<file path="src/rtl/ext_irq_pkg.sv">
package ext_irq_pkg;

   localparam int unsigned PIN_COUNT = 3;
   localparam int unsigned REG_W     = 8;

   // register addresses
   localparam int unsigned ADDR_CTL  = 0;
   localparam int unsigned ADDR_EN   = 1;
   localparam int unsigned ADDR_FLG  = 2;

   // bit positions shared by the enable and flag registers
   localparam int unsigned POS_PIN0  = 6;
   localparam int unsigned POS_PIN1  = 7;
   localparam int unsigned POS_PIN2  = 5;
   localparam int unsigned POS_VSEL  = 1;
   localparam int unsigned POS_VCE   = 0;

   typedef enum logic [1:0] {
      SENSE_LOW  = 2'b00,
      SENSE_ANY  = 2'b01,
      SENSE_FALL = 2'b10,
      SENSE_RISE = 2'b11
   } sense_e;

   function automatic int unsigned pin_pos(input int unsigned pin);
      case (pin)
         0:       return POS_PIN0;
         1:       return POS_PIN1;
         default: return POS_PIN2;
      endcase
   endfunction

endpackage

</file>
<file path="src/rtl/eis_sync.sv">
module eis_sync #(
   parameter int unsigned STAGES    = 2,
   parameter int unsigned WIDTH     = 3,
   parameter logic        RESET_VAL = 1'b1
) (
   input  logic             clk,
   input  logic             rst_n,
   input  logic [WIDTH-1:0] async_i,
   output logic [WIDTH-1:0] sync_o
);

   if (STAGES < 2) begin : g_bad_stages
      $error("eis_sync: STAGES must be at least 2");
   end

   logic [WIDTH-1:0] chain_q [STAGES];

   for (genvar s = 0; s < STAGES; s++) begin : g_stage
      always_ff @(posedge clk or negedge rst_n) begin
         if (!rst_n) begin
            chain_q[s] <= {WIDTH{RESET_VAL}};
         end else if (s == 0) begin
            chain_q[s] <= async_i;
         end else begin
            chain_q[s] <= chain_q[(s == 0) ? 0 : s-1];
         end
      end
   end

   assign sync_o = chain_q[STAGES-1];

endmodule

</file>
<file path="src/rtl/eis_detect.sv">
module eis_detect #(
   parameter bit   LEVEL_CAPABLE = 1'b1,
   parameter logic IDLE_LEVEL    = 1'b1
) (
   input  logic       clk,
   input  logic       rst_n,
   input  logic       lvl_i,
   input  logic [1:0] mode_i,
   output logic       event_o,
   output logic       low_req_o
);
   import ext_irq_pkg::*;

   logic prev_q;

   always_ff @(posedge clk or negedge rst_n) begin
      if (!rst_n) prev_q <= IDLE_LEVEL;
      else        prev_q <= lvl_i;
   end

   logic fell, rose;
   assign fell =  prev_q & ~lvl_i;
   assign rose = ~prev_q &  lvl_i;

   if (LEVEL_CAPABLE) begin : g_full
      sense_e mode;
      assign mode = sense_e'(mode_i);

      always_comb begin
         unique case (mode)
            SENSE_LOW:  event_o = 1'b0;
            SENSE_ANY:  event_o = fell | rose;
            SENSE_FALL: event_o = fell;
            default:    event_o = rose;
         endcase
      end

      assign low_req_o = (mode == SENSE_LOW) & ~lvl_i;
   end else begin : g_edge_only
      // only the polarity bit matters on an edge-only channel
      logic unused_hi;
      assign unused_hi = mode_i[1];
      assign event_o   = mode_i[0] ? rose : fell;
      assign low_req_o = 1'b0;
   end

endmodule

</file>
<file path="src/rtl/eis_regs.sv">
module eis_regs #(
   parameter int unsigned ADDR_W = 2,
   parameter int unsigned NPINS  = 3,
   parameter int unsigned DW     = 8
) (
   input  logic              clk,
   input  logic              rst_n,
   input  logic              wr_en_i,
   input  logic [ADDR_W-1:0] addr_i,
   input  logic [DW-1:0]     wdata_i,
   output logic [DW-1:0]     rdata_o,
   input  logic [NPINS-1:0]  set_i,
   input  logic [NPINS-1:0]  ack_i,
   output logic [1:0]        sense0_o,
   output logic [1:0]        sense1_o,
   output logic              pol2_o,
   output logic [NPINS-1:0]  en_o,
   output logic [NPINS-1:0]  flag_o,
   output logic              vsel_o
);
   import ext_irq_pkg::*;

   localparam int unsigned CTL_USED = 5;

   if (DW < 8) begin : g_bad_dw
      $error("eis_regs: register width must be at least 8");
   end
   if (NPINS != 3) begin : g_bad_pins
      $error("eis_regs: layout fixed at three pins");
   end

   logic [CTL_USED-1:0] ctl_q;
   logic [NPINS-1:0]    en_q;
   logic [NPINS-1:0]    flag_q;
   logic                vsel_q, vce_q;

   logic wr_ctl, wr_en, wr_flg;
   assign wr_ctl = wr_en_i && (addr_i == ADDR_W'(ADDR_CTL));
   assign wr_en  = wr_en_i && (addr_i == ADDR_W'(ADDR_EN));
   assign wr_flg = wr_en_i && (addr_i == ADDR_W'(ADDR_FLG));

   always_ff @(posedge clk or negedge rst_n) begin
      if (!rst_n) begin
         ctl_q  <= '0;
         vsel_q <= 1'b0;
         vce_q  <= 1'b0;
      end else begin
         if (wr_ctl) ctl_q <= wdata_i[CTL_USED-1:0];
         if (wr_en) begin
            vsel_q <= wdata_i[POS_VSEL];
            vce_q  <= wdata_i[POS_VCE];
         end
      end
   end

   for (genvar p = 0; p < NPINS; p++) begin : g_pin
      localparam int unsigned POS = pin_pos(p);
      logic clr;
      assign clr = (wr_flg && wdata_i[POS]) || ack_i[p];

      always_ff @(posedge clk or negedge rst_n) begin
         if (!rst_n) begin
            en_q[p]   <= 1'b0;
            flag_q[p] <= 1'b0;
         end else begin
            if (wr_en) en_q[p] <= wdata_i[POS];
            // a new event outranks a simultaneous clear
            if (set_i[p])  flag_q[p] <= 1'b1;
            else if (clr)  flag_q[p] <= 1'b0;
         end
      end
   end

   logic [DW-1:0] en_byte, flg_byte;
   always_comb begin
      en_byte  = '0;
      flg_byte = '0;
      for (int p = 0; p < NPINS; p++) begin
         en_byte[pin_pos(p)]  = en_q[p];
         flg_byte[pin_pos(p)] = flag_q[p];
      end
      en_byte[POS_VSEL] = vsel_q;
      en_byte[POS_VCE]  = vce_q;
   end

   always_comb begin
      rdata_o = '0;
      if (addr_i == ADDR_W'(ADDR_CTL))      rdata_o[CTL_USED-1:0] = ctl_q;
      else if (addr_i == ADDR_W'(ADDR_EN))  rdata_o = en_byte;
      else if (addr_i == ADDR_W'(ADDR_FLG)) rdata_o = flg_byte;
   end

   assign sense0_o = ctl_q[1:0];
   assign sense1_o = ctl_q[3:2];
   assign pol2_o   = ctl_q[4];
   assign en_o     = en_q;
   assign flag_o   = flag_q;
   assign vsel_o   = vsel_q;

endmodule

</file>
<file path="src/rtl/ext_irq_sense.sv">
module ext_irq_sense #(
   parameter int unsigned SYNC_STAGES = 2,
   parameter int unsigned ADDR_W      = 2,
   parameter logic        IDLE_LEVEL  = 1'b1
) (
   input  logic              clk,
   input  logic              rst_n,
   input  logic [2:0]        pin_i,
   input  logic              global_ie_i,
   input  logic              wr_en_i,
   input  logic [ADDR_W-1:0] addr_i,
   input  logic [7:0]        wdata_i,
   output logic [7:0]        rdata_o,
   input  logic [2:0]        ack_i,
   output logic [2:0]        irq_o,
   output logic              vec_sel_o
);
   import ext_irq_pkg::*;

   localparam int unsigned NP = PIN_COUNT;

   if (ADDR_W < 2) begin : g_bad_addr
      $error("ext_irq_sense: ADDR_W must cover three registers");
   end

   logic [NP-1:0] sync_lvl;
   logic [NP-1:0] set_ev;
   logic [NP-1:0] low_req;
   logic [NP-1:0] en_q;
   logic [NP-1:0] flag_q;
   logic [1:0]    sense0, sense1;
   logic          pol2;
   logic [1:0]    mode_vec [NP];

   eis_sync #(
      .STAGES    (SYNC_STAGES),
      .WIDTH     (NP),
      .RESET_VAL (IDLE_LEVEL)
   ) u_sync (
      .clk     (clk),
      .rst_n   (rst_n),
      .async_i (pin_i),
      .sync_o  (sync_lvl)
   );

   assign mode_vec[0] = sense0;
   assign mode_vec[1] = sense1;
   assign mode_vec[2] = {1'b1, pol2};

   for (genvar p = 0; p < NP; p++) begin : g_det
      eis_detect #(
         .LEVEL_CAPABLE (p < 2),
         .IDLE_LEVEL    (IDLE_LEVEL)
      ) u_det (
         .clk       (clk),
         .rst_n     (rst_n),
         .lvl_i     (sync_lvl[p]),
         .mode_i    (mode_vec[p]),
         .event_o   (set_ev[p]),
         .low_req_o (low_req[p])
      );
   end

   eis_regs #(
      .ADDR_W (ADDR_W),
      .NPINS  (NP),
      .DW     (REG_W)
   ) u_regs (
      .clk      (clk),
      .rst_n    (rst_n),
      .wr_en_i  (wr_en_i),
      .addr_i   (addr_i),
      .wdata_i  (wdata_i),
      .rdata_o  (rdata_o),
      .set_i    (set_ev),
      .ack_i    (ack_i),
      .sense0_o (sense0),
      .sense1_o (sense1),
      .pol2_o   (pol2),
      .en_o     (en_q),
      .flag_o   (flag_q),
      .vsel_o   (vec_sel_o)
   );

   assign irq_o = (flag_q | low_req) & en_q & {NP{global_ie_i}};

endmodule

</file>
<file path="config.mk">
export PLATFORM = sky130hd
export DESIGN_NAME = ext_irq_sense
export DESIGN_NICKNAME = d
export VERILOG_FILES = /design/src/rtl/ext_irq_pkg.sv /design/src/rtl/eis_sync.sv /design/src/rtl/eis_detect.sv /design/src/rtl/eis_regs.sv /design/src/rtl/ext_irq_sense.sv
export SDC_FILE = /design/constraint.sdc
export NUM_CORES = 1
export LEC_CHECK = 0
export BUFFER_PORTS_ARGS = -buffer_cell sky130_fd_sc_hd__buf_4
export CAP_MARGIN = 20
export CORE_MARGIN = 2
export CORE_UTILIZATION = 53
export DETAILED_ROUTE_END_ITERATION = 10
export PLACE_DENSITY = 0.82
export SLEW_MARGIN = 40
export SYNTH_ARGS = -nofsm -noshare
export SYNTH_HDL_FRONTEND = slang
export SYNTH_SLANG_ARGS = --single-unit
</file>
<file path="constraint.sdc">
create_clock -name clk -period 3.8 [get_ports clk]
set_input_delay 0.19 -clock clk [delete_from_list [all_inputs] [get_ports clk]]
set_output_delay 0.19 -clock clk [all_outputs]
set_load 0.05 [all_outputs]
</file>
==> flow_summary.toml <==
[synthesis]
netlist_instances = 77
yosys.area_share.simple = 0.152
yosysWarnings = 0
synthMuxAreaShare = 0.149
synth_seq_cells = 22
synth_xor_area_frac = 0
synth_seq_area_share = 0.541
synth_fa_ha_area_frac = 0.0482
yosysUniqueCellTypes = 20
syn_area_um2 = 1040
avgSynthCellArea_um2 = 13.5
synth_nets = 101
synth_top_family_by_area = "simple AND/OR/NAND/NOR gates"
synth_compound_area_frac = 0.0735

[power]
vdd_drop_max_mv = 0.342
power_frac_clock = 0.276
p_switching_uw = 195
p_sw_frac = 0.300
p_int_uw = 456
cellPowerDensity_nw_per_um2 = 474
seqPwrFrac = 0.461
p_comb_frac = 0.262
leakagePower_nw = 0.665

[worst_setup_path]
path_class = "register to primary output"
rrSetupSlack_ps = 2310
r2r-start = "g_det[0].u_det.prev_q"
cp_max_fo = 5
worst_ep_arrival_time_ps = 1360
critPathLaunchType = "register"
cp.required_ps = 3610
ff2ff_path_depth = 4
r2r_end = "u_regs.flag_o[0]"
end_kind = "primary output"

[floorplanning]
io_pins = 32
rows = 16
die_area_um2 = 2330
chipWidth_um = 48.3
die_h_um = 48.3
core-area_um2 = 1900
initial_core_util = 0.546

[worst_hold_path]
whs_path_depth = 2
min_to = "u_regs.ctl_q[2]"
hold_path.class = "input pin to register"
hp-start = "wdata_i[2]"

[sta]
fmax_ghz = 0.646
slew_headroom = 0.796
finalSetupTns_ps = 0
min_period_ps = 1550
rsz0062_at_grt = "no"
period_share = 0.407
worst_slew_pin_slew_ps = 305
clock_skew_ps = 1.56
final-setup-viol-count = 0
hold_viol_final = 0
slew_viol_final = 0

[cells_and_area]
n_antenna_cell = 0
nets = 139
multi_input_area_um2 = 439
fin_util = 0.723
register_area_um2 = 562
fillers = 136
synthToLayoutAreaGrowth_pct = 32.4
layout-drive-gt1-share = 0.500

[routing]
drt-total-wl_um = 2000
dr.first_iter.drc_count = 5
ant_nets = 0
dr_total_vias = 743
drt-vias-per-instance = 5.27
drtPass1Iterations = 4
drc = 0
post_drt_wl_per_cell_um = 14.2

[grt]
grt_max_degree = 23
grt_pass1_vias = 672
antenna_found_initial = 0
overflow = 0
grt_usage = 0.185
grt_pass1_wl_um = 2860

[placed_design]
dp_hpwl_um = 1520
place_congestion = 0.736
port-buffer-count = 31

[clock_network]
cts_buffers = 3
cts_max_level = 1
cts_tree = "built"
cts_sinks = 22
cts-root-to-sink-buffers = 2
clkLatencyLatePin_ps = 320
root_buffer = "clkbuf_4"
cts_setup_buffers = 0
clk_pin_slew_ps = 120

[status]
status = "finished, final reports clean"

[job]
cap_violations = 0
## cells by family (layout without fill, tap and decap cells)
group / after synthesis / in the layout
adder cells (fa/ha/maj): 4 / 4
multiplexers: 14 / 14
AO/OA/AOI/OAI: 8 / 8
flip-flops: 22 / 22
buffers and inverters: 6 / 43
AND/OR/NAND/NOR: 23 / 23
## how the worst max path moves through the flow
stage,cells after the start,endpoint,slack [ps],from
2_1_floorplan,2,rdata_o[1],2190,u_regs.vsel_o
3_3_place_gp,4,u_regs.flag_o[1],2370,u_sync.sync_o[1]
3_5_place_dp,4,u_regs.flag_o[0],2320,g_det[0].u_det.prev_q
4_1_cts,3,irq_o[1],2240,u_regs.ctl_q[3]
5_1_grt,3,irq_o[0],2220,u_regs.ctl_q[1]
6_report,3,irq_o[0],2250,u_regs.ctl_q[1]
## state kept, by name, summed over array words and instances (netlist names)
name / count
u_regs.ctl_q: 5
u_regs.flag_o: 3
u_sync.chain_q: 3
g_det.u_det.prev_q: 3
u_regs.vce_q: 1
u_regs.en_o: 3
u_sync.sync_o: 3
u_regs.vsel_o: 1
## through the flow
step	cell area [um^2]	power, mW	instances	hold WS (ps)	setup WS (ps)
floorplan	1040	0.413	77	-106	2190
global placement	1280	0.466	133	87.4	2370
detailed placement	1280	0.473	133	92.8	2320
CTS	1380	0.659	141	79.8	2240
global route	1380	0.678	141	84.1	2220
finish	1380	0.651	141	97.5	2250
## layer usage
metal,up-vias,track usage,routed length (um)
met5,-,0,0
met4,0,0.0973,45
met3,5,0.0333,107
met2,22,0.300,975
met1,367,0.235,877
li1,349,-,-
## worst max-delay path: stages, from the launching register on
cell and delay, ps:
dfrtp_1 450, nor3_1 230, o211a_1 170, buf_4 190
## cell type report
| class | count | area share |
|---|---|---|
| multi-input combinational | 49 | 0.319 |
| sequential | 22 | 0.409 |
| timing repair buffer | 35 | 0.198 |
| inverter | 4 | 0.0109 |
| clock buffer | 3 | 0.0164 |
| tap | 27 | 0.0246 |
| clock inverter | 1 | 0.0218 |
## cells in the final DEF (no fill, tap or decap)
| cell | synthesis | final |
|---|---|---|
| buf_4 | 0 | 31 |
| dfrtp_1 | 13 | 13 |
| mux2_2 | 12 | 12 |
| dfstp_2 | 9 | 9 |
| nor2b_1 | 5 | 5 |
| inv_1 | 4 | 4 |
| nor2_1 | 4 | 4 |
| ha_1 | 4 | 4 |
| dlygate4sd3_1 | 0 | 4 |
| a22o_1 | 3 | 3 |
| and2_1 | 3 | 3 |
| nand4b_1 | 3 | 3 |
| a221o_1 | 3 | 3 |
| clkbuf_4 | 0 | 3 |
| mux2i_1 | 2 | 2 |
| nor3_1 | 2 | 2 |
| o211a_1 | 2 | 2 |
| nor3b_1 | 2 | 2 |
| and3_1 | 1 | 1 |
| nor3b_4 | 1 | 1 |
| and3b_1 | 1 | 1 |
| nand3b_1 | 1 | 1 |
| bufinv_16 | 0 | 1 |
## power groups by stage
| stage | registers (mW) | logic (mW) | clock network [mW] |
|---|---|---|---|
| after floorplan | 0.302 | 0.111 | 0 |
| after CTS | 0.300 | 0.173 | 0.186 |
| after detailed placement | 0.304 | 0.169 | 0 |
| after global routing | 0.305 | 0.181 | 0.192 |
| after global placement | 0.302 | 0.164 | 0 |
| final | 0.300 | 0.171 | 0.180 |
## synthesized netlist by cell type
| library cell | number | area (um^2) |
|---|---|---|
| a221o_1 | 3 | 30.0 |
| a22o_1 | 3 | 26.3 |
| and2_1 | 3 | 18.8 |
| and3_1 | 1 | 6.26 |
| and3b_1 | 1 | 8.76 |
| buf_6 | 2 | 22.5 |
| dfrtp_1 | 13 | 325 |
| dfstp_2 | 9 | 236 |
| ha_1 | 4 | 50.1 |
| inv_1 | 4 | 15.0 |
| mux2_2 | 12 | 135 |
| mux2i_1 | 2 | 20.0 |
| nand3b_1 | 1 | 7.51 |
| nand4b_1 | 3 | 26.3 |
| nor2_1 | 4 | 15.0 |
| nor2b_1 | 5 | 31.3 |
| nor3_1 | 2 | 10.0 |
| nor3b_1 | 2 | 15.0 |
| nor3b_4 | 1 | 18.8 |
| o211a_1 | 2 | 20.0 |
## what timing repair did
item                      in CTS  in global routing
hold buffers                   4                  0
gates resized for setup        0                  0
hold endpoints to repair      25                  0
Note: power is estimated with default switching activity, not from simulation.
